## src/rtl/isa_seq_pkg.sv

```systemverilog
package isa_seq_pkg;

  typedef enum logic [2:0] {
    ST_IDLE,
    ST_ADDR,
    ST_CMD,
    ST_HOLD,
    ST_DONE
  } seq_state_t;

  typedef enum logic [1:0] {
    WIN_NONE,
    WIN_ROM,
    WIN_DOS
  } win_t;

endpackage

```

## src/rtl/isa_seq_tick.sv

```systemverilog
// Bus-clock enable: one pulse every DIV CPU clocks while run is high,
// phase restarted whenever run drops.
module isa_seq_tick #(
  parameter int DIV = 4
) (
  input  logic clk,
  input  logic rst_n,
  input  logic run,
  output logic tick
);
  localparam int CW = (DIV > 1) ? $clog2(DIV) : 1;
  localparam logic [CW-1:0] LAST = CW'(DIV - 1);

  logic [CW-1:0] cnt_q, cnt_d;

  always_comb begin
    if (!run || cnt_q == LAST) cnt_d = '0;
    else                       cnt_d = cnt_q + 1'b1;
  end

  always_ff @(posedge clk or negedge rst_n) begin
    if (!rst_n) cnt_q <= '0;
    else        cnt_q <= cnt_d;
  end

  assign tick = run && (cnt_q == LAST);
endmodule

```

## src/rtl/isa_seq_decode.sv

```systemverilog
// Window decode for memory cycles: a base address compared under a mask of
// the top TAG_BITS address bits.
module isa_seq_decode
  import isa_seq_pkg::*;
#(
  parameter logic [23:0] ROM_BASE     = 24'hF00000,
  parameter int          ROM_TAG_BITS = 4,
  parameter logic [23:0] DOS_BASE     = 24'h0E0000,
  parameter int          DOS_TAG_BITS = 7
) (
  input  logic [23:0] addr,
  input  logic        is_io,
  output win_t        win
);
  localparam logic [23:0] ROM_MASK = ~((24'h1 << (24 - ROM_TAG_BITS)) - 24'h1);
  localparam logic [23:0] DOS_MASK = ~((24'h1 << (24 - DOS_TAG_BITS)) - 24'h1);

  logic rom_hit, dos_hit;

  assign rom_hit = ((addr ^ ROM_BASE) & ROM_MASK) == 24'h0;
  assign dos_hit = ((addr ^ DOS_BASE) & DOS_MASK) == 24'h0;

  always_comb begin
    if (is_io)        win = WIN_NONE;
    else if (rom_hit) win = WIN_ROM;
    else if (dos_hit) win = WIN_DOS;
    else              win = WIN_NONE;
  end
endmodule

```

## src/rtl/isa_seq_lanes.sv

```systemverilog
// Byte-lane steering for the outgoing word and assembly of read data.
module isa_seq_lanes (
  input  logic [15:0] wdata,
  input  logic        sa0,
  input  logic        wide,
  input  logic [1:0]  be,
  input  logic [15:0] sd_in,
  input  logic [15:0] rdata_q,
  output logic [15:0] sd_out,
  output logic [15:0] rdata_cap
);
  always_comb begin
    if (wide)     sd_out = wdata;
    else if (sa0) sd_out = {wdata[15:8], wdata[15:8]};
    else          sd_out = wdata;
  end

  always_comb begin
    if (wide) begin
      rdata_cap[15:8] = be[1] ? sd_in[15:8] : rdata_q[15:8];
      rdata_cap[7:0]  = be[0] ? sd_in[7:0]  : rdata_q[7:0];
    end else if (sa0) begin
      rdata_cap = {sd_in[7:0], rdata_q[7:0]};
    end else begin
      rdata_cap = {rdata_q[15:8], sd_in[7:0]};
    end
  end
endmodule

```

## src/rtl/isa_cycle_seq.sv

```systemverilog
module isa_cycle_seq
  import isa_seq_pkg::*;
#(
  parameter int          BUS_DIV      = 4,
  parameter int          W8_UNITS     = 4,
  parameter int          W16_UNITS    = 1,
  parameter int          FAST_CLKS    = 2,
  parameter logic [23:0] ROM_BASE     = 24'hF00000,
  parameter int          ROM_TAG_BITS = 4,
  parameter logic [23:0] DOS_BASE     = 24'h0E0000,
  parameter int          DOS_TAG_BITS = 7
) (
  input  logic        clk,
  input  logic        rst_n,
  input  logic        cfg_rom_fast,
  input  logic        cfg_dos_fast,
  input  logic        cfg_dos_force16,
  input  logic        cfg_rom_cmdqual,
  input  logic        cfg_dos_cmdqual,
  input  logic        req_valid,
  input  logic [23:0] req_addr,
  input  logic [15:0] req_wdata,
  input  logic        req_write,
  input  logic        req_io,
  input  logic [1:0]  req_be,
  output logic        done,
  output logic [15:0] rdata,
  output logic [23:0] sa,
  output logic        sbhe_n,
  output logic [15:0] sd_out,
  output logic        sd_oe,
  input  logic [15:0] sd_in,
  output logic        memr_n,
  output logic        memw_n,
  output logic        ior_n,
  output logic        iow_n,
  output logic        ale,
  output logic        romcs_n,
  output logic        doscs_n,
  output logic        lowmeg,
  input  logic        ack16_n,
  input  logic        zws_n
);
  localparam int WMAX_A = (W8_UNITS > W16_UNITS) ? W8_UNITS : W16_UNITS;
  localparam int WMAX   = (WMAX_A > FAST_CLKS) ? WMAX_A : FAST_CLKS;
  localparam int CW     = (WMAX > 1) ? $clog2(WMAX) : 1;
  localparam logic [CW-1:0] LIM_W8   = CW'(W8_UNITS - 1);
  localparam logic [CW-1:0] LIM_W16  = CW'(W16_UNITS - 1);
  localparam logic [CW-1:0] LIM_FAST = CW'(FAST_CLKS - 1);

  // reset: asserted asynchronously, released on a clock edge
  logic [1:0] rst_pipe;
  logic       rst_s_n;

  always_ff @(posedge clk or negedge rst_n) begin
    if (!rst_n) rst_pipe <= 2'b00;
    else        rst_pipe <= {rst_pipe[0], 1'b1};
  end
  assign rst_s_n = rst_pipe[1];

  seq_state_t    st_q, st_d;
  logic [23:0]   addr_q, addr_d;
  logic [15:0]   wdata_q, wdata_d;
  logic          write_q, write_d;
  logic          io_q, io_d;
  logic [1:0]    be_q, be_d;
  win_t          win_q, win_d;
  logic          fast_q, fast_d;
  logic          wide_q, wide_d;
  logic          second_q, second_d;
  logic [CW-1:0] wcnt_q, wcnt_d;
  logic [15:0]   rdata_q, rdata_d;

  win_t          req_win;
  logic          tick, unit, zws_hit;
  logic [CW-1:0] lim;
  logic [15:0]   rdata_cap;
  logic          cmd_on, busy;

  isa_seq_decode #(
    .ROM_BASE     (ROM_BASE),
    .ROM_TAG_BITS (ROM_TAG_BITS),
    .DOS_BASE     (DOS_BASE),
    .DOS_TAG_BITS (DOS_TAG_BITS)
  ) u_dec (
    .addr  (req_addr),
    .is_io (req_io),
    .win   (req_win)
  );

  isa_seq_tick #(.DIV(BUS_DIV)) u_tick (
    .clk   (clk),
    .rst_n (rst_s_n),
    .run   (!fast_q && (st_q == ST_ADDR || st_q == ST_CMD)),
    .tick  (tick)
  );

  isa_seq_lanes u_lanes (
    .wdata     (wdata_q),
    .sa0       (sa[0]),
    .wide      (wide_q),
    .be        (be_q),
    .sd_in     (sd_in),
    .rdata_q   (rdata_q),
    .sd_out    (sd_out),
    .rdata_cap (rdata_cap)
  );

  assign unit    = fast_q ? 1'b1 : tick;
  assign lim     = fast_q ? LIM_FAST : (wide_q ? LIM_W16 : LIM_W8);
  assign zws_hit = !fast_q && (wcnt_q == '0) && !zws_n;

  // next-state
  always_comb begin
    st_d     = st_q;
    addr_d   = addr_q;
    wdata_d  = wdata_q;
    write_d  = write_q;
    io_d     = io_q;
    be_d     = be_q;
    win_d    = win_q;
    fast_d   = fast_q;
    wide_d   = wide_q;
    second_d = second_q;
    wcnt_d   = wcnt_q;
    rdata_d  = rdata_q;
    unique case (st_q)
      ST_IDLE: begin
        if (req_valid) begin
          st_d     = ST_ADDR;
          addr_d   = req_addr;
          wdata_d  = req_wdata;
          write_d  = req_write;
          io_d     = req_io;
          be_d     = req_be;
          win_d    = req_win;
          fast_d   = (req_win == WIN_ROM && cfg_rom_fast) ||
                     (req_win == WIN_DOS && cfg_dos_fast);
          second_d = 1'b0;
          rdata_d  = '0;
        end
      end
      ST_ADDR: begin
        if (unit) begin
          wide_d = !second_q &&
                   ((win_q == WIN_DOS && cfg_dos_force16) || !ack16_n);
          wcnt_d = '0;
          st_d   = ST_CMD;
        end
      end
      ST_CMD: begin
        if (unit) begin
          if (zws_hit || wcnt_q == lim) begin
            st_d = ST_HOLD;
            if (!write_q) rdata_d = rdata_cap;
          end else begin
            wcnt_d = wcnt_q + 1'b1;
          end
        end
      end
      ST_HOLD: begin
        if (!wide_q && be_q == 2'b11 && !second_q) begin
          second_d = 1'b1;
          st_d     = ST_ADDR;
        end else begin
          st_d = ST_DONE;
        end
      end
      ST_DONE: st_d = ST_IDLE;
      default: st_d = ST_IDLE;
    endcase
  end

  // registers
  always_ff @(posedge clk or negedge rst_s_n) begin
    if (!rst_s_n) begin
      st_q     <= ST_IDLE;
      addr_q   <= '0;
      wdata_q  <= '0;
      write_q  <= 1'b0;
      io_q     <= 1'b0;
      be_q     <= '0;
      win_q    <= WIN_NONE;
      fast_q   <= 1'b0;
      wide_q   <= 1'b0;
      second_q <= 1'b0;
      wcnt_q   <= '0;
      rdata_q  <= '0;
    end else begin
      st_q     <= st_d;
      addr_q   <= addr_d;
      wdata_q  <= wdata_d;
      write_q  <= write_d;
      io_q     <= io_d;
      be_q     <= be_d;
      win_q    <= win_d;
      fast_q   <= fast_d;
      wide_q   <= wide_d;
      second_q <= second_d;
      wcnt_q   <= wcnt_d;
      rdata_q  <= rdata_d;
    end
  end

  // outputs
  assign cmd_on = (st_q == ST_CMD);
  assign busy   = (st_q == ST_ADDR) || (st_q == ST_CMD) || (st_q == ST_HOLD);

  assign memr_n  = !(cmd_on && !io_q && !write_q);
  assign memw_n  = !(cmd_on && !io_q &&  write_q);
  assign ior_n   = !(cmd_on &&  io_q && !write_q);
  assign iow_n   = !(cmd_on &&  io_q &&  write_q);
  assign ale     = (st_q == ST_ADDR) && !fast_q;
  assign romcs_n = !(win_q == WIN_ROM && (cfg_rom_cmdqual ? cmd_on : busy));
  assign doscs_n = !(win_q == WIN_DOS && (cfg_dos_cmdqual ? cmd_on : busy));
  assign lowmeg  = busy && !io_q && (addr_q[23:20] == 4'h0);
  assign sa      = {addr_q[23:1], addr_q[0] | second_q};
  assign sbhe_n  = !(second_q || be_q[1]);
  assign sd_oe   = cmd_on && write_q;
  assign done    = (st_q == ST_DONE);
  assign rdata   = rdata_q;
endmodule

```

## config.mk

```make
export PLATFORM = sky130hd
export DESIGN_NAME = isa_cycle_seq
export DESIGN_NICKNAME = d
export VERILOG_FILES = /design/src/rtl/isa_seq_pkg.sv /design/src/rtl/isa_seq_tick.sv /design/src/rtl/isa_seq_decode.sv /design/src/rtl/isa_seq_lanes.sv /design/src/rtl/isa_cycle_seq.sv
export SDC_FILE = /design/constraint.sdc
export NUM_CORES = 1
export LEC_CHECK = 0
export ABC_AREA = 1
export CAP_MARGIN = 20
export CORE_MARGIN = 2
export CORE_UTILIZATION = 35
export DETAILED_ROUTE_END_ITERATION = 10
export GPL_TIMING_DRIVEN = 0
export PLACE_DENSITY = 0.61
export SLEW_MARGIN = 10
export SYNTH_ARGS = -nofsm -noshare
export SYNTH_HDL_FRONTEND = slang
export SYNTH_SLANG_ARGS = --single-unit
```

## constraint.sdc

```tcl
create_clock -name clk -period 2.8 [get_ports clk]
set_input_delay 0.7 -clock clk [delete_from_list [all_inputs] [get_ports clk]]
set_output_delay 0.7 -clock clk [all_outputs]
set_load 0.01 [all_outputs]
```

=== Word level (Yosys, flattened, before mapping) ===
Cells that the tools add are included.

* Add/subtract/negate cells: 2
* Equality and inequality tests: 22
* Multiplexer cells: 33
* Bitwise gates (word level): 3
* Reductions and logical operators: 59

{| class="wikitable"
|+ Operators by type and width
! operator !! number
|-
| 16-bit 2-to-1 mux || 6
|-
| 24-bit logical NOT || 2
|-
| 8-bit 2-to-1 mux || 4
|-
| 16-bit case mux with 2 select lines || 1
|-
| 1-bit logical AND || 22
|-
| 2-bit 2-to-1 mux || 9
|-
| 1-bit logical NOT || 15
|-
| 3-bit 2-to-1 mux || 5
|-
| 7-bit AND reduction || 2
|-
| 2-bit != test (second input constant) || 6
|-
| 3-bit case mux with 4 select lines || 1
|-
| 3-bit != test (second input constant) || 3
|-
| 2-bit equality test (second input constant) || 4
|-
| 4-bit AND reduction || 2
|-
| 1-bit logical OR || 7
|-
| 3-bit by 2-bit equality test with 1-bit output (second input constant) || 2
|-
| 2-bit nonzero test || 3
|-
| 1-bit 2-to-1 mux || 5
|-
| 2-bit by 1-bit adder with 2-bit output (second input constant) || 2
|-
| 2-bit by 1-bit equality test with 1-bit output (second input constant) || 2
|-
| 4-bit logical NOT || 1
|-
| 4-bit inverter || 1
|-
| 2-bit case mux with 2 select lines || 1
|-
| 2-bit AND reduction || 2
|-
| 11 further kinds || 11
|}

* Register bits: 74
* Input bits: 70
* Output and inout port bits: 67
* Word-level logic and storage cells: 134

=== Logic depth before layout (Yosys ltp) ===
* Word-level depth: 8
* Depth in mapped cells: 11
* Gate-level depth less buffers: 10

=== Modules after synthesis ===
A second synthesis with hierarchy kept.

* Cells, all modules: 606
* Area total of the unflattened synthesis: 4357.9 µm²

{| class="wikitable"
|+ By module, submodules not included
! module !! times used !! cells an instance !! area an instance (µm²) !! seq. area each (µm²)
|-
| isa_cycle_seq || 1 || 393 || 3354.5 || 1801.7
|-
| isa_seq_lanes || 1 || 191 || 863.3 || 0.0
|-
| isa_seq_tick || 1 || 10 || 88.8 || 50.0
|-
| isa_seq_decode || 1 || 12 || 51.3 || 0.0
|}

=== Worst setup path before layout ===
OpenSTA, ideal clock, no wires.

* Path kind: register to output
* Start point: register st_q[0]
* End point: output iow_n
* Arrival time: 1.244 ns
* Data required time: 2.100 ns
* Slack: 0.856 ns
* Cell stages (with the launch flop): 6
* Path buffers: 1
* Cell sequence: dfrtp_1 -> nor2_4 -> nand2_2 -> clkbuf_1 -> nor2_1 -> nand2_1

* Longest elaborated chain between the ends: 4

{| class="wikitable"
|+ RTL lines
! element !! line !! text
|-
| start, declared || isa_cycle_seq.sv:61 || <nowiki>seq_state_t st_q, st_d;</nowiki>
|-
| start signal, assigned || isa_cycle_seq.sv:190 || <nowiki>st_q <= st_d;</nowiki>
|-
| 3-bit by 2-bit equality test with 1-bit output || isa_cycle_seq.sv:206 || <nowiki>assign cmd_on = (st_q == ST_CMD);</nowiki>
|-
| 1-bit logical AND (2 in series) || isa_cycle_seq.sv:212 || <nowiki>assign iow_n = !(cmd_on && io_q && write_q);</nowiki>
|-
| 1-bit logical NOT || isa_cycle_seq.sv:212 ||
|-
| end, declared || isa_cycle_seq.sv:36 || <nowiki>output logic iow_n,</nowiki>
|}

No other way between the ends.

=== Final worst setup path ===
* Start point: register second_q
* End point: output sd_out[4]

* Longest elaborated chain between the ends: 3

{| class="wikitable"
|+ RTL lines
! element !! line !! text
|-
| start, declared || isa_cycle_seq.sv:70 || <nowiki>logic second_q, second_d;</nowiki>
|-
| start signal, assigned || isa_cycle_seq.sv:199 || <nowiki>second_q <= second_d;</nowiki>
|-
| 1-bit OR || isa_cycle_seq.sv:217 || <nowiki>assign sa = {addr_q[23:1], addr_q[0] | second_q};</nowiki>
|-
| 8-bit 2-to-1 mux || isa_seq_lanes.sv:14 || <nowiki>else if (sa0) sd_out = {wdata[15:8], wdata[15:8]};</nowiki>
|-
| 8-bit 2-to-1 mux || isa_seq_lanes.sv:13 || <nowiki>if (wide) sd_out = wdata;</nowiki>
|-
| end, declared || isa_cycle_seq.sv:30 || <nowiki>output logic [15:0] sd_out,</nowiki>
|}

No other way between the ends.

==> run metrics <==
# port buffers=136; IO Count=137; area growth from synthesis to layout=49.6%; Final WS setup=0.127 ns; Gate Count Post-Synth=around 480; drt drc=0; arrival time at the worst endpoint=between 1.5 and 2 ns; syn_area_per_cell=roughly 7.8 sq um; Diodes inserted=0; Initial Util=36.1%; fillcell total=965; die area=0.0115 sq mm; Final Hold Fails=0; worst path required time=roughly 2.1 ns; Setup crit end kind=output pin; Max-Cap Viols=0; Synth Warn #=0; clock latency on the worst-skew pair=0.35 ns; Layout Skew=between 0.009 and 0.01 ns; share of the synthesized area in the top cell type=just under 50%; CTS H-tree depth=3; vias=around 3500; CTS buffer count=9; Worst slew margin=64.0%; wire per inst=13.4 microns; top_reg_cell synth=dfrtp_1; async set-reset flop share out of synthesis=between 90% and 100%; Die H=107 microns; HP Class=reg -> async; max-slew violations=0; setup violators final=0; fin area=0.00558 sq mm; Crit-path slowest cell=clkdlybuf4s50_1; Crit Path Category=reg -> out; pre-CTS setup slack=0.234 ns; leading cell types by count after synthesis=nand2_1 (210), dfrtp_1 (74), buf_4 (33); top-count cell post-synth=nand2_1; synthesized area=approximately 0.0037 sq mm; layout cell share with drive strength beyond 1=13.1%; Placer Congestion=0.854; Die Wd=107 microns; global route overflow=0; main area contributors after synthesis=dfrtp_1 (50%), nand2_1 (21%), buf_4 (6.6%), nand4_1 (3.7%), inv_1 (3.2%); Setup TNS=0 ns; VDD IR-drop max=about 0.00048 V; hold_buf cts=0; vias per std cell=about 4.6; deepest clock path buffer count=2; vias in the first global route=3521; Cell Chain, Critical Path=o21ai_2 -> buf_6 -> clkinvlp_4 -> nand2_1 -> nand2_1 -> clkdlybuf4s50_1; row count=37; syn_nets=~550; CTS tree=built; fin nets=700; Largest stage delay, worst path=0.49 ns; Area after DPL=0.00529 sq mm; antenna violations before repair=0; drt first pass iters=4; first-pass GRT wire length=16.8 mm; largest net degree at the start of global routing=46; FF+latch count, synth=between 70 and 80; post-synthesis sequential area ratio=approximately half; RSZ-0062 raised after global routing=false; critical path fanouts, max=10; max frequency=0.374 GHz; P per Cell Area=1120 mW/mm^2; Final HPWL DP=around 7.7 mm; status=finished, final reports clean; Cell variety after synth=27; DRT Wirelength=10.3 mm; CORE AREA=between 0.01 and 0.015 sq mm; Leakage Power=approximately 0.0028 uW; final cycle utilization of the critical path=95.5%; Buf/Inv on CP=3; GR Util All Layers=18.7%; post-route ant nets=0; worst-margin pin slew=approximately 0.54 ns; Root Driver=clkbuf_8; Clock Sinks=74; Tmin final=2.67 ns; Pwr Total=roughly 6300 uW; initial drt markers=143; critical path launch point type=flop; EDFF count, synth=0; clk slew on worst S/H paths=0.08 ns; largest area contributor in the netlist=dfrtp_1; CP most frequent cell=nand2_1; Largest delay share family, worst path=buffers and inverters
area by class of cell:
class	instances	area (sq um)	share of cell area [%]
Multi-Input combinational cell	322	1430	25.6
Clock buffer	12	155	2.78
Buffer	49	345	6.19
Sequential cell	74	1860	33.3
Inverter	34	131	2.35
Timing Repair Buffer	138	1400	25.0
Tap cell	136	170	3.05
Clock inverter	4	97.6	1.75
registers in the layout, summed over array words and instances, names as in the netlist:
| register | count |
|---|---|
| rst_pipe | 2 |
| win_q | 2 |
| wide_q | 1 |
| rdata | 16 |
| u_tick.cnt_q | 2 |
| be_q | 2 |
| write_q | 1 |
| fast_q | 1 |
| wdata_q | 16 |
| st_q | 3 |
| second_q | 1 |
| wcnt_q | 2 |
| addr_q | 24 |
| io_q | 1 |
worst paths after layout:
path / start / to / slack (ns) / depth (start not counted)
max in group asynchronous: rst_pipe[1] / wdata_q[7] / 1.98 / 1
setup / recovery: second_q / sd_out[4] / 0.13 / 6
min in group clk: rst_pipe[0] / rst_pipe[1] / 0.36 / 0
setup reg to reg: second_q / rdata[3] / 1.14 / 7
hold / removal: rst_pipe[1] / be_q[0] / 0.26 / 0
hold reg to reg: rst_pipe[1] / be_q[0] / 0.26 / 0
cell families after synthesis:
logic type      synth area share, %
fa+ha+maj                     0.671
flops                          49.6
buf+inv                        12.4
compound gates                 3.66
simple gates                   33.5
other cells                   0.101
cells in the final DEF, fill, tap and decap left out, types with 4 or more instances in the layout:
| cell | count |
|---|---|
| nand3_1 | 20 |
| dfrtp_1 | 71 |
| clkbuf_8 | 11 |
| clkdlybuf4s50_1 | 135 |
| clkbuf_1 | 4 |
| a21oi_1 | 10 |
| o21ai_0 | 9 |
| buf_4 | 35 |
| inv_1 | 31 |
| nor2_1 | 24 |
| buf_2 | 9 |
| nor3_1 | 4 |
| nand2_1 | 210 |
| nand4_1 | 22 |
stage by stage:
step / cells / util, % / hold slack, ns
floorplan: 479 / - / 0.331
global placement: 751 / 51.0 / 0.335
detailed placement: 752 / 51.3 / 0.272
CTS: 768 / 53.9 / 0.279
global route: 769 / 54.1 / 0.303
finish: 769 / 54.1 / 0.257
worst register-to-register path: cells and delay by family, from the launching register on:
family | cells | cell delay, ns
flip-flops | 1 | 0.42
AND/OR/NAND/NOR | 4 | 0.42
AO/OA/AOI/OAI | 2 | 0.58
buffers and inverters | 1 | 0.14
routing by layer:
metal | vias up | global-route usage, % | wire (microns)
li1 | 1768 | - | -
met3 | 11 | 6.54 | 944
met4 | 0 | 6.77 | 119
met1 | 1629 | 23.5 | 4510
met2 | 117 | 29.6 | 4750
met5 | - | 0 | 0
report_power, final:
group	switching (uW)	leakage [uW]	internal (uW)	total, uW
combinational	1710	0.00171	1660	3360
clock	406	0.000123	642	1050
sequential	323	0.000943	1540	1870
what timing repair did:
item	in CTS	in global routing
cloned	0	0
resized for setup	9	4
setup endpoints to repair	14	10
pin swaps	0	1
setup buffers	0	1
Note: power is estimated with default switching activity, not from simulation.
